`src/rtl/tlb_pkg.sv`:
```
// Package: shared widths and field types for the ASID-tagged TLB.
// Assumes: all modules of the TLB import these types so widths agree.
package tlb_pkg;
    parameter int unsigned VPN_BITS  = 20;
    parameter int unsigned PFN_BITS  = 20;
    parameter int unsigned ASID_BITS = 8;

    typedef logic [VPN_BITS-1:0]  vpn_t;
    typedef logic [PFN_BITS-1:0]  pfn_t;
    typedef logic [ASID_BITS-1:0] asid_t;
endpackage

```
`src/rtl/tlb_tag_cmp.sv`:
```
// Module: tlb_tag_cmp
// Compares one VPN/ASID key against every entry at once and returns a
// match vector. Assumes: an entry whose valid bit is low never matches.
module tlb_tag_cmp
    import tlb_pkg::*;
#(
    parameter int unsigned N = 8
) (
    input  logic [N-1:0]         vld,
    input  vpn_t [N-1:0]         vpn,
    input  asid_t [N-1:0]        asid,
    input  vpn_t                 key_vpn,
    input  asid_t                key_asid,
    output logic [N-1:0]         match
);
    // one comparator per entry
    for (genvar i = 0; i < N; i++) begin : g_cmp
        assign match[i] = vld[i] && (vpn[i] == key_vpn) && (asid[i] == key_asid);
    end
endmodule

```
`src/rtl/tlb_low_pick.sv`:
```
// Module: tlb_low_pick
// Priority encoder: reports whether any request bit is set and the index
// of the lowest set bit. Assumes: idx is don't-care while found is low.
module tlb_low_pick #(
    parameter int unsigned N  = 8,
    parameter int unsigned IW = (N > 1) ? $clog2(N) : 1
) (
    input  logic [N-1:0]  req,
    output logic          found,
    output logic [IW-1:0] idx
);
    // scan from the top so the lowest set bit is written last and wins
    always_comb begin
        found = 1'b0;
        idx   = '0;
        for (int i = N - 1; i >= 0; i--) begin
            if (req[i]) begin
                found = 1'b1;
                idx   = IW'(i);
            end
        end
    end
endmodule

```
`src/rtl/tlb_rr_ptr.sv`:
```
// Module: tlb_rr_ptr
// Round-robin victim pointer: steps by one on each advance and wraps from
// N-1 to 0. Assumes: N need not be a power of two.
module tlb_rr_ptr #(
    parameter int unsigned N  = 8,
    parameter int unsigned IW = (N > 1) ? $clog2(N) : 1
) (
    input  logic          clk,
    input  logic          rst_n,
    input  logic          adv,
    output logic [IW-1:0] ptr
);
    localparam logic [IW-1:0] LAST = IW'(N - 1);

    // pointer register with explicit wrap
    always_ff @(posedge clk) begin
        if (!rst_n) begin
            ptr <= '0;
        end else if (adv) begin
            ptr <= (ptr == LAST) ? '0 : ptr + 1'b1;
        end
    end
endmodule

```
`src/rtl/tag_xlate_tlb.sv`:
```
// Module: tag_xlate_tlb (top)
// Fully associative TLB whose entries are tagged with VPN and ASID.
// Lookup is combinational over the entries and the result is registered
// one cycle later. Refill picks, in order: an entry already holding the
// same pair, the lowest invalid entry, or the round-robin victim.
// Assumes: a refill in a flush cycle is dropped; a lookup in the same cycle
// as a refill or flush sees the contents before the edge; if two entries
// ever matched, the lowest index would win.
module tag_xlate_tlb
    import tlb_pkg::*;
#(
    parameter int unsigned ENTRIES  = 8,
    parameter int unsigned OFS_BITS = 12
) (
    input  logic                         clk,
    input  logic                         rst_n,
    input  logic                         lk_valid,
    input  logic [VPN_BITS+OFS_BITS-1:0] lk_vaddr,
    input  logic [ASID_BITS-1:0]         lk_asid,
    input  logic                         fill_en,
    input  logic [VPN_BITS-1:0]          fill_vpn,
    input  logic [ASID_BITS-1:0]         fill_asid,
    input  logic [PFN_BITS-1:0]          fill_pfn,
    input  logic                         flush_all,
    input  logic                         flush_asid_en,
    input  logic [ASID_BITS-1:0]         flush_asid,
    output logic                         rs_valid,
    output logic                         rs_hit,
    output logic                         rs_miss,
    output logic [PFN_BITS+OFS_BITS-1:0] rs_paddr
);
    localparam int unsigned VA_W = VPN_BITS + OFS_BITS;
    localparam int unsigned PA_W = PFN_BITS + OFS_BITS;
    localparam int unsigned IW   = (ENTRIES > 1) ? $clog2(ENTRIES) : 1;

    logic [ENTRIES-1:0]  ent_vld;
    vpn_t [ENTRIES-1:0]  ent_vpn;
    asid_t [ENTRIES-1:0] ent_asid;
    pfn_t [ENTRIES-1:0]  ent_pfn;

    logic [ENTRIES-1:0]  lk_match;
    logic                lk_hit;
    logic [IW-1:0]       lk_idx;
    vpn_t                lk_vpn;

    logic [ENTRIES-1:0]  dup_match;
    logic                dup_hit;
    logic [IW-1:0]       dup_idx;
    logic                has_free;
    logic [IW-1:0]       free_idx;
    logic [IW-1:0]       vic_ptr;
    logic [IW-1:0]       fill_idx;
    logic                fill_go;

    assign lk_vpn = lk_vaddr[VA_W-1:OFS_BITS];

    // lookup path: parallel compare, then lowest-index select
    tlb_tag_cmp #(.N(ENTRIES)) u_lk_cmp (
        .vld(ent_vld), .vpn(ent_vpn), .asid(ent_asid),
        .key_vpn(lk_vpn), .key_asid(lk_asid), .match(lk_match)
    );
    tlb_low_pick #(.N(ENTRIES), .IW(IW)) u_lk_pick (
        .req(lk_match), .found(lk_hit), .idx(lk_idx)
    );

    // refill path: detect an already-held pair and the first free entry
    tlb_tag_cmp #(.N(ENTRIES)) u_dup_cmp (
        .vld(ent_vld), .vpn(ent_vpn), .asid(ent_asid),
        .key_vpn(fill_vpn), .key_asid(fill_asid), .match(dup_match)
    );
    tlb_low_pick #(.N(ENTRIES), .IW(IW)) u_dup_pick (
        .req(dup_match), .found(dup_hit), .idx(dup_idx)
    );
    tlb_low_pick #(.N(ENTRIES), .IW(IW)) u_free_pick (
        .req(~ent_vld), .found(has_free), .idx(free_idx)
    );
    tlb_rr_ptr #(.N(ENTRIES), .IW(IW)) u_vptr (
        .clk(clk), .rst_n(rst_n), .adv(fill_go), .ptr(vic_ptr)
    );

    // a refill is accepted only when no flush is requested
    assign fill_go  = fill_en && !flush_all && !flush_asid_en;
    // target entry: held pair first, then free entry, then victim
    assign fill_idx = dup_hit ? dup_idx : (has_free ? free_idx : vic_ptr);

    // valid bits: reset, global flush, per-ASID flush, then refill
    always_ff @(posedge clk) begin
        if (!rst_n) begin
            ent_vld <= '0;
        end else begin
            for (int i = 0; i < ENTRIES; i++) begin
                if (flush_all) begin
                    ent_vld[i] <= 1'b0;
                end else if (flush_asid_en && (ent_asid[i] == flush_asid)) begin
                    ent_vld[i] <= 1'b0;
                end else if (fill_go && (fill_idx == IW'(i))) begin
                    ent_vld[i] <= 1'b1;
                end
            end
        end
    end

    // tag and frame storage, written only by an accepted refill
    always_ff @(posedge clk) begin
        if (fill_go) begin
            ent_vpn[fill_idx]  <= fill_vpn;
            ent_asid[fill_idx] <= fill_asid;
            ent_pfn[fill_idx]  <= fill_pfn;
        end
    end

    // registered lookup result
    always_ff @(posedge clk) begin
        if (!rst_n) begin
            rs_valid <= 1'b0;
            rs_hit   <= 1'b0;
            rs_miss  <= 1'b0;
            rs_paddr <= '0;
        end else begin
            rs_valid <= lk_valid;
            rs_hit   <= lk_valid && lk_hit;
            rs_miss  <= lk_valid && !lk_hit;
            rs_paddr <= (lk_valid && lk_hit)
                        ? PA_W'({ent_pfn[lk_idx], lk_vaddr[OFS_BITS-1:0]})
                        : '0;
        end
    end
endmodule

```
`config.mk`:
```
export PLATFORM = sky130hd
export DESIGN_NAME = tag_xlate_tlb
export DESIGN_NICKNAME = d
export VERILOG_FILES = /design/src/rtl/tlb_pkg.sv /design/src/rtl/tlb_tag_cmp.sv /design/src/rtl/tlb_low_pick.sv /design/src/rtl/tlb_rr_ptr.sv /design/src/rtl/tag_xlate_tlb.sv
export SDC_FILE = /design/constraint.sdc
export NUM_CORES = 1
export LEC_CHECK = 0
export BUFFER_PORTS_ARGS = -buffer_cell sky130_fd_sc_hd__buf_2
export CAP_MARGIN = 20
export CORE_AREA = 2 2 291 293
export DETAILED_ROUTE_END_ITERATION = 10
export DIE_AREA = 0 0 293 295
export MAX_ROUTING_LAYER = met4
export SYNTH_ARGS = -nofsm -noshare
export SYNTH_HDL_FRONTEND = slang
export SYNTH_HIERARCHICAL = 1
export SYNTH_SLANG_ARGS = --single-unit
```
`constraint.sdc`:
```
create_clock -name clk -period 11.9 [get_ports clk]
set_input_delay 1.785 -clock clk [delete_from_list [all_inputs] [get_ports clk]]
set_output_delay 1.785 -clock clk [all_outputs]
set_load 0.005 [all_outputs]
```
* Yosys cells after proc, flatten, opt, wreduce, memory -nomap -nowiden *
Index checks and enable logic that the tools add are counted.

word-level totals
  flip-flop bits (word level) = 430
  bits in latches = 0
  memory bits (writable) = 0
  ROM bits = 0
  logic and storage cells = 217
  memories kept = 0

operators by class
  $add $sub $neg = 1
  multiply operators = 0
  divide/modulo/power cells = 0
  order comparisons = 3
  equality and inequality tests = 48
  shift-type cells = 0
  multiplexer cells = 60
  bitwise gates (word level) = 2
  reduce and logical (&&, ||, !) cells = 66

operators by type and width
  kind                                                  count
  bitwise mux 160 bit                                   2
  equality test 20 bit                                  16
  equality test 8 bit                                   24
  two-way mux 3 bit                                     27
  bitwise mux 64 bit                                    1
  binary-select mux 20 bit (select 3 bit)               1
  demux 20 bit (select 3 bit)                           1
  logical AND 1 bit                                     53
  two-way mux 20 bit                                    2
  demux 8 bit (select 3 bit)                            1
  two-way mux 1 bit                                     24
  OR reduction 3 bit                                    8
  equality test 3 bit (second input constant)           5
  < comparator 3 x 4 -> 1 bit (second input constant)   2
  two-way mux 8 bit                                     1
  inverter 8 bit                                        1
  equality test 3 x 2 -> 1 bit (second input constant)  2
  adder 3 x 1 -> 3 bit (second input constant)          1
  equality test 3 x 1 -> 1 bit (second input constant)  1
  >= comparator 3 x 1 -> 1 bit (second input constant)  1
  zero test 1 bit                                       3
  zero test 3 bit                                       1
  AND reduction 2 bit                                   1
  inverter 1 bit                                        1

* Depth between registers and ports, before layout *
Gate-level depths: netlist of run 1.

  depth in word-level cells = 17
  gate-level depth with buffers = 13

* Modules after synthesis *
Netlist of run 1, hierarchy kept.

by module, submodules not included
  module         instances  cells an instance  area an instance (µm²)  sequential area each (µm²)
  tag_xlate_tlb  1          676                14779.2                 12391.9
  tlb_tag_cmp    2          332                2733.9                  0.0
  tlb_low_pick   3          13                 80.1                    0.0
  tlb_rr_ptr     1          13                 147.6                   60.1

* Worst setup path before layout of run 1 *
OpenSTA, ideal clock, no wires.

  path type = input to register
  start point = input fill_asid[0]
  end point = register ent_asid[10] (netlist bit), enable pin
  setup time = 0.515 ns
  arrival time = 6.863 ns
  slack = 4.522 ns
  cell stages on the path = 11
  buffers on the path = 2
  cell sequence = buf_2 xor2_1 nor4_1 nand4_1 nor4_2 nor4_2 nand2_1 clkbuf_1 nand2_1 o21a_1 nor3_1

RTL lines
  item                             RTL line              text
  from (decl)                      tag_xlate_tlb.sv:22   input logic [ASID_BITS-1:0] fill_asid,
  to (signal, indexed assignment)  tag_xlate_tlb.sv:107  ent_asid[fill_idx] <= fill_asid;
  to (decl)                        tag_xlate_tlb.sv:38   asid_t [ENTRIES-1:0] ent_asid;

* Final worst setup path of run 1 *
  start point = input lk_vaddr[28]
  end point = register rs_paddr[25]

on the way
  cells in the longest elaborated chain, start to end = 13
  elaborated cells on any way between the ends = 44

RTL lines
  item                                      RTL line              text
  from (decl)                               tag_xlate_tlb.sv:18   input logic [VPN_BITS+OFS_BITS-1:0] lk_vaddr,
  equality test 20 bit                      tlb_tag_cmp.sv:18     assign match[i] = vld[i] && (vpn[i] == key_vpn) && (asid[i] == key_asid);
  logical AND 1 bit (2 in a row)            tlb_tag_cmp.sv:18
  named net lk_match[7]                     tag_xlate_tlb.sv:41   logic [ENTRIES-1:0] lk_match;
  two-way mux 3 bit (8 in a row)            tlb_low_pick.sv:17    if (req[i]) begin
  named net lk_idx[0]                       tag_xlate_tlb.sv:43   logic [IW-1:0] lk_idx;
  binary-select mux 20 bit (select 3 bit)   tag_xlate_tlb.sv:124  ? PA_W'({ent_pfn[lk_idx], lk_vaddr[OFS_BITS-1:0]})
  two-way mux 20 bit (not written as such)  tag_xlate_tlb.sv:124
  to (signal assigned)                      tag_xlate_tlb.sv:123  rs_paddr <= (lk_valid && lk_hit)
  to (decl)                                 tag_xlate_tlb.sv:30   output logic [PFN_BITS+OFS_BITS-1:0] rs_paddr

The timed path passes the listed nets, and every way through them passes these cells. The select of a mux whose other input is x is not followed.
A chain may end at the register's enable or synchronous reset.

==> results of run 1 <==
[kinds of logic (layout without fill, tap and decap cells)]
| family | after synthesis | after routing | synth area share [%] |
|---|---|---|---|
| AOI/OAI and AO/OA | 30 | 30 | 1.146 |
| xor gates and xnor gates | 512 | 512 | 21.80 |
| adders and majority gates | 2 | 2 | 0.1213 |
| buffers and inverters | 93 | 256 | 3.098 |
| DFF | 430 | 430 | 60.34 |
| muxes | 65 | 65 | 5.585 |
| other | 0 | 7 | 0 |
| and+or+nand+nor | 260 | 260 | 7.901 |
[Yosys cell counts, drive strengths merged, types with 5 or more instances]
cell    count  area, um^2
buf        72       560.5
edfxtp    384       11530
nand4      54       337.8
xor2      354        3115
clkbuf      9       33.78
mux2i      24       240.2
o211a       6       60.06
dfxtp      46       920.9
xnor2     158        1384
mux4       40       900.9
nor2b      10       62.56
nand2       8       30.03
nor2       26       97.59
inv        12       45.04
nand3      20       100.1
o21ai       5       25.02
nor3       30       160.2
nor4       94       706.9
and2       13       81.33
[placed cells by master, fill, tap and decap left out, types with 4 or more instances in the layout]
cell                        count
sky130_fd_sc_hd__and2_1        13
sky130_fd_sc_hd__buf_2        137
sky130_fd_sc_hd__buf_4         17
sky130_fd_sc_hd__clkbuf_1      12
sky130_fd_sc_hd__clkbuf_16     49
sky130_fd_sc_hd__clkbuf_8       4
sky130_fd_sc_hd__clkinv_1       6
sky130_fd_sc_hd__clkinv_2       8
sky130_fd_sc_hd__dfxtp_1       46
sky130_fd_sc_hd__diode_2        7
sky130_fd_sc_hd__edfxtp_1     384
sky130_fd_sc_hd__inv_1         12
sky130_fd_sc_hd__mux2i_1       24
sky130_fd_sc_hd__mux4_2        40
sky130_fd_sc_hd__nand2_1        8
sky130_fd_sc_hd__nand3_1       20
sky130_fd_sc_hd__nand4_1       54
sky130_fd_sc_hd__nor2_1        26
sky130_fd_sc_hd__nor2b_1        9
sky130_fd_sc_hd__nor3_1        22
sky130_fd_sc_hd__nor3_2         6
sky130_fd_sc_hd__nor4_1        75
sky130_fd_sc_hd__nor4_2        19
sky130_fd_sc_hd__o211a_1        6
sky130_fd_sc_hd__o21ai_0        4
sky130_fd_sc_hd__xnor2_1      158
sky130_fd_sc_hd__xor2_1       352
[stage by stage]
stage,hold WS [ns],setup slack (ns),cell area [um^2],cells
6_report,0.5499,6.146,23850,2642
5_1_grt,0.5643,5.970,23840,2641
4_1_cts,0.5556,5.569,23800,2632
3_5_place_dp,0.5435,4.964,22270,2544
3_3_place_gp,0.5155,5.075,22270,2544
2_1_floorplan,0.4631,4.522,20630,1392
[metal layers]
layer / track usage, % / vias to the layer above / wire length [um]
li1: - / 5343 / -
met1: 20.09 / 6329 / 28870
met2: 25.79 / 453 / 32040
met3: 2.473 / 111 / 3821
met4: 3.852 / 0 / 1725
met5: - / - / 0
[sequential cells by signal (all words and copies together), names as in the netlist]
| signal | flops |
|---|---|
| rs_hit | 1 |
| rs_miss | 1 |
| ent_vld | 8 |
| u_vptr/ptr | 3 |
| ent_asid | 64 |
| ent_vpn | 160 |
| rs_paddr | 32 |
| ent_pfn | 160 |
| rs_valid | 1 |
[area by class of cell]
cell class / count / area (um^2) / area share [%]
inverter: 12 / 45.04 / 0.1889
clock inverter: 23 / 201.4 / 0.8447
tap: 1080 / 1351 / 5.667
antenna: 7 / 17.52 / 0.07346
clock buffer: 65 / 1326 / 5.562
multi-input combinational: 869 / 7614 / 31.93
sequential: 430 / 12450 / 52.22
timing repair buffer: 156 / 839.6 / 3.521
[power breakdown]
part | leakage, nW | internal [mW] | total (mW) | switching, mW
clock network | 0.744 | 0.847 | 1.46 | 0.616
registers | 3.83 | 1.65 | 1.65 | 0.00395
logic | 3.23 | 0.0657 | 0.210 | 0.144
[worst paths after layout]
check	start	end	slack, ns	cells past startpoint
setup / recovery	lk_vaddr[28]	rs_paddr[25]$_SDFF_PN0_	6.15	11
hold / removal	u_vptr/ptr[1]$_SDFFE_PN0P_	u_vptr/ptr[1]$_SDFFE_PN0P_	0.55	2
setup reg to reg	ent_vpn[156]$_DFFE_PP_	rs_paddr[25]$_SDFF_PN0_	7.26	10
hold reg to reg	u_vptr/ptr[1]$_SDFFE_PN0P_	u_vptr/ptr[1]$_SDFFE_PN0P_	0.55	2
[worst max-delay path: cells and delay by family]
kind	cells	cell delay (ns)
AO/OA/AOI/OAI	2	0.36
XOR/XNOR	1	0.13
buffers and inverters	2	1.02
multiplexers	2	0.85
AND/OR/NAND/NOR	4	1.97
==> results.sh, run 1 <==
export IMPL_worst_slew_margin_rel_pct=24.98
export IMPL_gp_congestion=0.9539
export IMPL_rsz0062_at_grt="no"
export IMPL_clkTransAtPathRegs_ns=0.06
export IMPL_timing_max_cap_violations=0
export IMPL_avg_cell_area_syn_um2=14.82
export IMPL_drv_slew=0
export IMPL_worstSetupStartpointType="primary input"
export IMPL_most_frequently_used_flop_master_after_synthesis="sky130_fd_sc_hd__edfxtp_1"
export IMPL_clk_insertion_delay_late_ns=0.59
export IMPL_core_rowCount=106
export IMPL_drc=0
export IMPL_dpl_hpwl_um=45380
export IMPL_grt_antenna_before_repair=14
export IMPL_critical_path_peak_fanout=40
export IMPL_clk_path_buf_depth=3
export IMPL_timing_fmax_mhz=173.8
export IMPL_critical_path_slowest_cell="sky130_fd_sc_hd__nor4_1"
export IMPL_clock_tree_from_tritoncts="yes"
export IMPL_dieHeight_um=295
export IMPL_first_global_vias=12420
export IMPL_io_pins=137
export IMPL_detail_route_iter0_violations=1233
export IMPL_grt_pass1_wl_um=93520
export IMPL_hold_buffers=0
export IMPL_cts_sinks=430
export IMPL_pwr_density_cell_nw_per_um2=139.4
export IMPL_detail_route_wirelength_um=66460
export IMPL_power_total_mw=3.325
export IMPL_initial_utilization_pct=24.81
export IMPL_floorplan_die_area_um2=86440
export IMPL_layout_drive_gt1_share_pct=19.55
export IMPL_synth_cell_area_um2=20630
export IMPL_leakage_nw=7.808
export IMPL_path_cells="buf_2, xor2_1, nor4_1, nand4_1, nor4_2, a21oi_1, o41ai_2, buf_4, mux4_2, mux2i_1, nor2_1"
export IMPL_die_x_um=293
export IMPL_cts_root_buf="sky130_fd_sc_hd__clkbuf_16"
export IMPL_antenna_left=0
export IMPL_fin_util_pct=28.68
export IMPL_fin_worst_skew_ns=0.01824
export IMPL_slowest_delay_ns=0.95
export IMPL_timing_final_hold_violations=0
export IMPL_period_share_pct=48.35
export IMPL_peakVddDrop_v=0.0001228
export IMPL_setup_tns_ns=0
export IMPL_synthesis_yosys_warnings=6
export IMPL_cts_htree_levels=2
export IMPL_cp_required_ns=12.36
export IMPL_finalSetupViolCount=0
export IMPL_drt_first_pass_iters=5
export IMPL_routed_wirelength_normalized_by_instance_count_um=25.15
export IMPL_finalWorstPathRequiredPeriod_ns=5.754
export IMPL_yosysUniqueCellTypes=41
export IMPL_vias_per_cell=4.631
export IMPL_area_of_the_core_region_um2=83160
export IMPL_synth_edf_count=384
export IMPL_worstMarginPinSlew_ns=1.115
export IMPL_cts_buffers=48
export IMPL_route_vias_total=12240
export IMPL_grt_util_all_layers_pct=15.63
export IMPL_number_of_instances_in_the_synthesized_netlist=1392
export IMPL_critPathCaptureType="flip-flop"
export IMPL_fill_cells=8309
export IMPL_hp_class="reg2reg"
export IMPL_synth_seq_cells=430
export IMPL_postCtsSetupBuffers=0
export IMPL_share_of_the_yosys_chip_area_belonging_to_registers_pct=60.34
export IMPL_critical_path_arrival_ns=6.21
export IMPL_path_class="in2reg"
export IMPL_grt_remaining_overflow=0
export IMPL_area_growth_synth_to_final_pct=15.57
export IMPL_postSynth_asyncResetShare_pct=0
export IMPL_portbufs=136
export IMPL_finish_net_count=1621
export IMPL_grt_start_max_net_pins=50
export IMPL_outcome="complete, no violations"
export IMPL_cts_repair_resized=0
export IMPL_synth_fp_nets=1496
(Power assumes the default switching activity.)
==> run 2, diff against run 1 <==
- ABC_AREA: unset -> 1
- CORE_AREA: 2 2 291 293 -> 2 2 314 316
- DIE_AREA: 0 0 293 295 -> 0 0 316 318
- clock period: 11.9 -> 5.9 ns (I/O delays scaled with it)
==> run 2 against run 1 <==
Net effect:
- worst hold slack got worse by 0.062 ns
- worst setup slack got worse by 4.6 ns
- via count rose by 77%
- synthesized cell count rose by 130%
- highest routed layer unchanged
- core utilization barely moved
- global-route usage rose by 4.6 points
- clock-buffer cell count rose by 1
- flip-flop and latch count did not move
- sequential share of layout area fell by 7.6 points
- die area rose by 16%
- cell area rose by 17%
==> results.sh, run 2 <==
export IMPL_fin_worst_skew_ns=0.05630
export IMPL_antenna_left=0
export IMPL_clk_path_buf_depth=3
export IMPL_cts_htree_levels=2
export IMPL_core_rowCount=115
export IMPL_drt_first_pass_iters=6
export IMPL_clkTransAtPathRegs_ns=0.06
export IMPL_floorplan_die_area_um2=100500
export IMPL_fill_cells=10490
export IMPL_outcome="complete, no violations"
export IMPL_critical_path_peak_fanout=21
export IMPL_grt_util_all_layers_pct=20.25
export IMPL_synth_seq_cells=430
export IMPL_layout_commonest_cell="sky130_fd_sc_hd__nand2_1"
export IMPL_rsz0062_at_grt="no"
export IMPL_route_vias_total=21610
export IMPL_clock_tree_from_tritoncts="yes"
export IMPL_peakVddDrop_v=0.0002634
export IMPL_dpl_hpwl_um=74500
export IMPL_hp_class="in2reg"
export IMPL_critical_path_slowest_cell="sky130_fd_sc_hd__nor2_4"
export IMPL_die_x_um=316
export IMPL_number_of_instances_on_the_worst_hold_path=3
export IMPL_period_share_pct=72.96
export IMPL_leakage_nw=12.98
export IMPL_highest_count_cells_in_the_layout_ignoring_fill_and_taps="sky130_fd_sc_hd__nand2_1 (1352), sky130_fd_sc_hd__nor2_1 (491), sky130_fd_sc_hd__inv_1 (478)"
export IMPL_grt_antenna_before_repair=13
export IMPL_most_frequently_used_flop_master_after_synthesis="sky130_fd_sc_hd__edfxtp_1"
export IMPL_portbufs=136
export IMPL_worstMarginPinSlew_ns=0.8588
export IMPL_fin_util_pct=28.68
export IMPL_path_common_cell="sky130_fd_sc_hd__nand2_1"
export IMPL_grt_start_max_net_pins=81
export IMPL_critical_path_arrival_ns=4.60
export IMPL_timing_fmax_mhz=232.3
export IMPL_path_cells="buf_2, inv_1, nand2_1, nand2_1, nor2_1, nand2_1, nor2_1, nand2_1, nor2_1, inv_1, nand4_1, inv_1, nand2_1, inv_2, or2_4, nand2_4, nand2_4, nor2_4, buf_12"
export IMPL_rrSetupSlack_ns=1.84
export IMPL_synth_area_leader_cell="sky130_fd_sc_hd__edfxtp_1"
export IMPL_io_pins=137
export IMPL_postSynth_asyncResetShare_pct=0
export IMPL_worst_slew_margin_rel_pct=42.75
export IMPL_synth_top_cells_by_area="sky130_fd_sc_hd__edfxtp_1 (48%), sky130_fd_sc_hd__nand2_1 (21%), sky130_fd_sc_hd__nor2_1 (7.7%)"
export IMPL_instances_no_fill=4728
export IMPL_gp_congestion=1.061
export IMPL_finish_net_count=3494
export IMPL_power_total_mw=7.172
export IMPL_layout_drive_gt1_share_pct=8.656
export IMPL_critPathCaptureType="flip-flop"
export IMPL_dieHeight_um=318
export IMPL_yosysUniqueCellTypes=31
export IMPL_first_global_vias=19660
export IMPL_routed_wirelength_normalized_by_instance_count_um=21.39
export IMPL_pwr_density_cell_nw_per_um2=256.7
export IMPL_cts_sinks=430
export IMPL_initial_utilization_pct=24.74
export IMPL_path_class="in2reg"
export IMPL_detail_route_iter0_violations=2542
export IMPL_synth_fp_nets=3371
export IMPL_total_instance_count_after_detailed_placement=4625
export IMPL_timing_final_hold_violations=0
export IMPL_path_depth_of_the_worst_reg2reg_path=17
export IMPL_finalSetupViolCount=0
export IMPL_area_growth_synth_to_final_pct=15.93
export IMPL_cp_required_ns=6.20
export IMPL_worstSetupStartpointType="primary input"
export IMPL_avg_cell_area_syn_um2=7.377
export IMPL_share_of_the_yosys_chip_area_belonging_to_registers_pct=51.67
export IMPL_drc=0
export IMPL_grt_remaining_overflow=0
export IMPL_netlist_area_leader_share_pct=47.85
export IMPL_clk_insertion_delay_late_ns=0.64
export IMPL_number_of_instances_in_the_synthesized_netlist=3267
export IMPL_detail_route_wirelength_um=101100
export IMPL_grt_pass1_wl_um=141900
export IMPL_cts_root_buf="sky130_fd_sc_hd__clkbuf_16"
export IMPL_slowest_delay_ns=0.67
export IMPL_drv_slew=0
export IMPL_setup_tns_ns=0
export IMPL_leading_registers_by_flop_count="ent_pfn (160), ent_vpn (160), ent_asid (64)"
export IMPL_finalWorstPathRequiredPeriod_ns=4.305
export IMPL_postCtsSetupBuffers=0
export IMPL_cts_buffers=50
export IMPL_hold_buffers=0
export IMPL_cts_repair_resized=0
export IMPL_timing_max_cap_violations=0
export IMPL_synth_cell_area_um2=24100
export IMPL_synth_top_cells_by_count="sky130_fd_sc_hd__nand2_1 (1352), sky130_fd_sc_hd__nor2_1 (495), sky130_fd_sc_hd__inv_1 (478)"
export IMPL_yosys_cell_count_top_type="sky130_fd_sc_hd__nand2_1"
export IMPL_area_of_the_core_region_um2=97410
export IMPL_vias_per_cell=4.570
export IMPL_synthesis_yosys_warnings=6
export IMPL_synth_edf_count=384
run 2: final timing paths:
path	start	endpoint
setup / recovery	fill_vpn[2]	ent_pfn[25]$_DFFE_PP_
hold / removal	lk_vaddr[10]	rs_paddr[10]$_SDFF_PN0_
setup reg to reg	ent_asid[41]$_DFFE_PP_	ent_pfn[25]$_DFFE_PP_
hold reg to reg	u_vptr/ptr[1]$_SDFFE_PN0P_	u_vptr/ptr[1]$_SDFFE_PN0P_
run 2: where the power goes:
part	internal [mW]	total [mW]	switching, mW
sequential	3.33	3.34	0.0118
clock	1.97	3.31	1.34
combinational	0.124	0.528	0.403
run 2: final cells by class:
| class | count | area [um^2] | share of cell area, % |
|---|---|---|---|
| Clock buffer | 66 | 1384 | 4.953 |
| Inverter | 515 | 1933 | 6.919 |
| Clock inverter | 27 | 361.6 | 1.294 |
| Timing Repair Buffer | 159 | 928.4 | 3.323 |
| Tap cell | 1287 | 1610 | 5.764 |
| Sequential cell | 430 | 12450 | 44.57 |
| Antenna cell | 10 | 25.02 | 0.08957 |
| Multi-Input combinational cell | 2234 | 9244 | 33.09 |
run 2: logic make-up after synthesis:
group	count (synthesis)	share of synthesized area (%)
and+or+nand+nor	1931	30.93
buffers and inverters	603	10.29
DFF	430	51.67
AOI/OAI and AO/OA	264	5.664
xor gates and xnor gates	37	1.345
adders and majority gates	2	0.1038
run 2: stage by stage:
stage / hold slack (ns) / setup WS [ns] / instance area [um^2]
6_report: 0.4881 / 1.595 / 27940
3_5_place_dp: 0.4890 / 1.072 / 26170
3_3_place_gp: 0.4756 / 1.060 / 26170
2_1_floorplan: 0.4551 / 1.028 / 24100
5_1_grt: 0.4781 / 1.490 / 27940
4_1_cts: 0.4608 / 1.710 / 27910
run 2: per-layer routing:
| metal | GRT usage [%] | up-vias | routed length [um] |
|---|---|---|---|
| met5 | - | - | 0 |
| met4 | 7.583 | 0 | 4151 |
| met3 | 3.228 | 170 | 8579 |
| met2 | 30.76 | 1045 | 45200 |
| met1 | 27.05 | 10110 | 43190 |
| li1 | - | 10280 | - |
run 2: critical path, delay by kind of cell:
family                 cells  cell delay (ns)
and+or+nand+nor           13             2.31
buffers and inverters      6             1.33
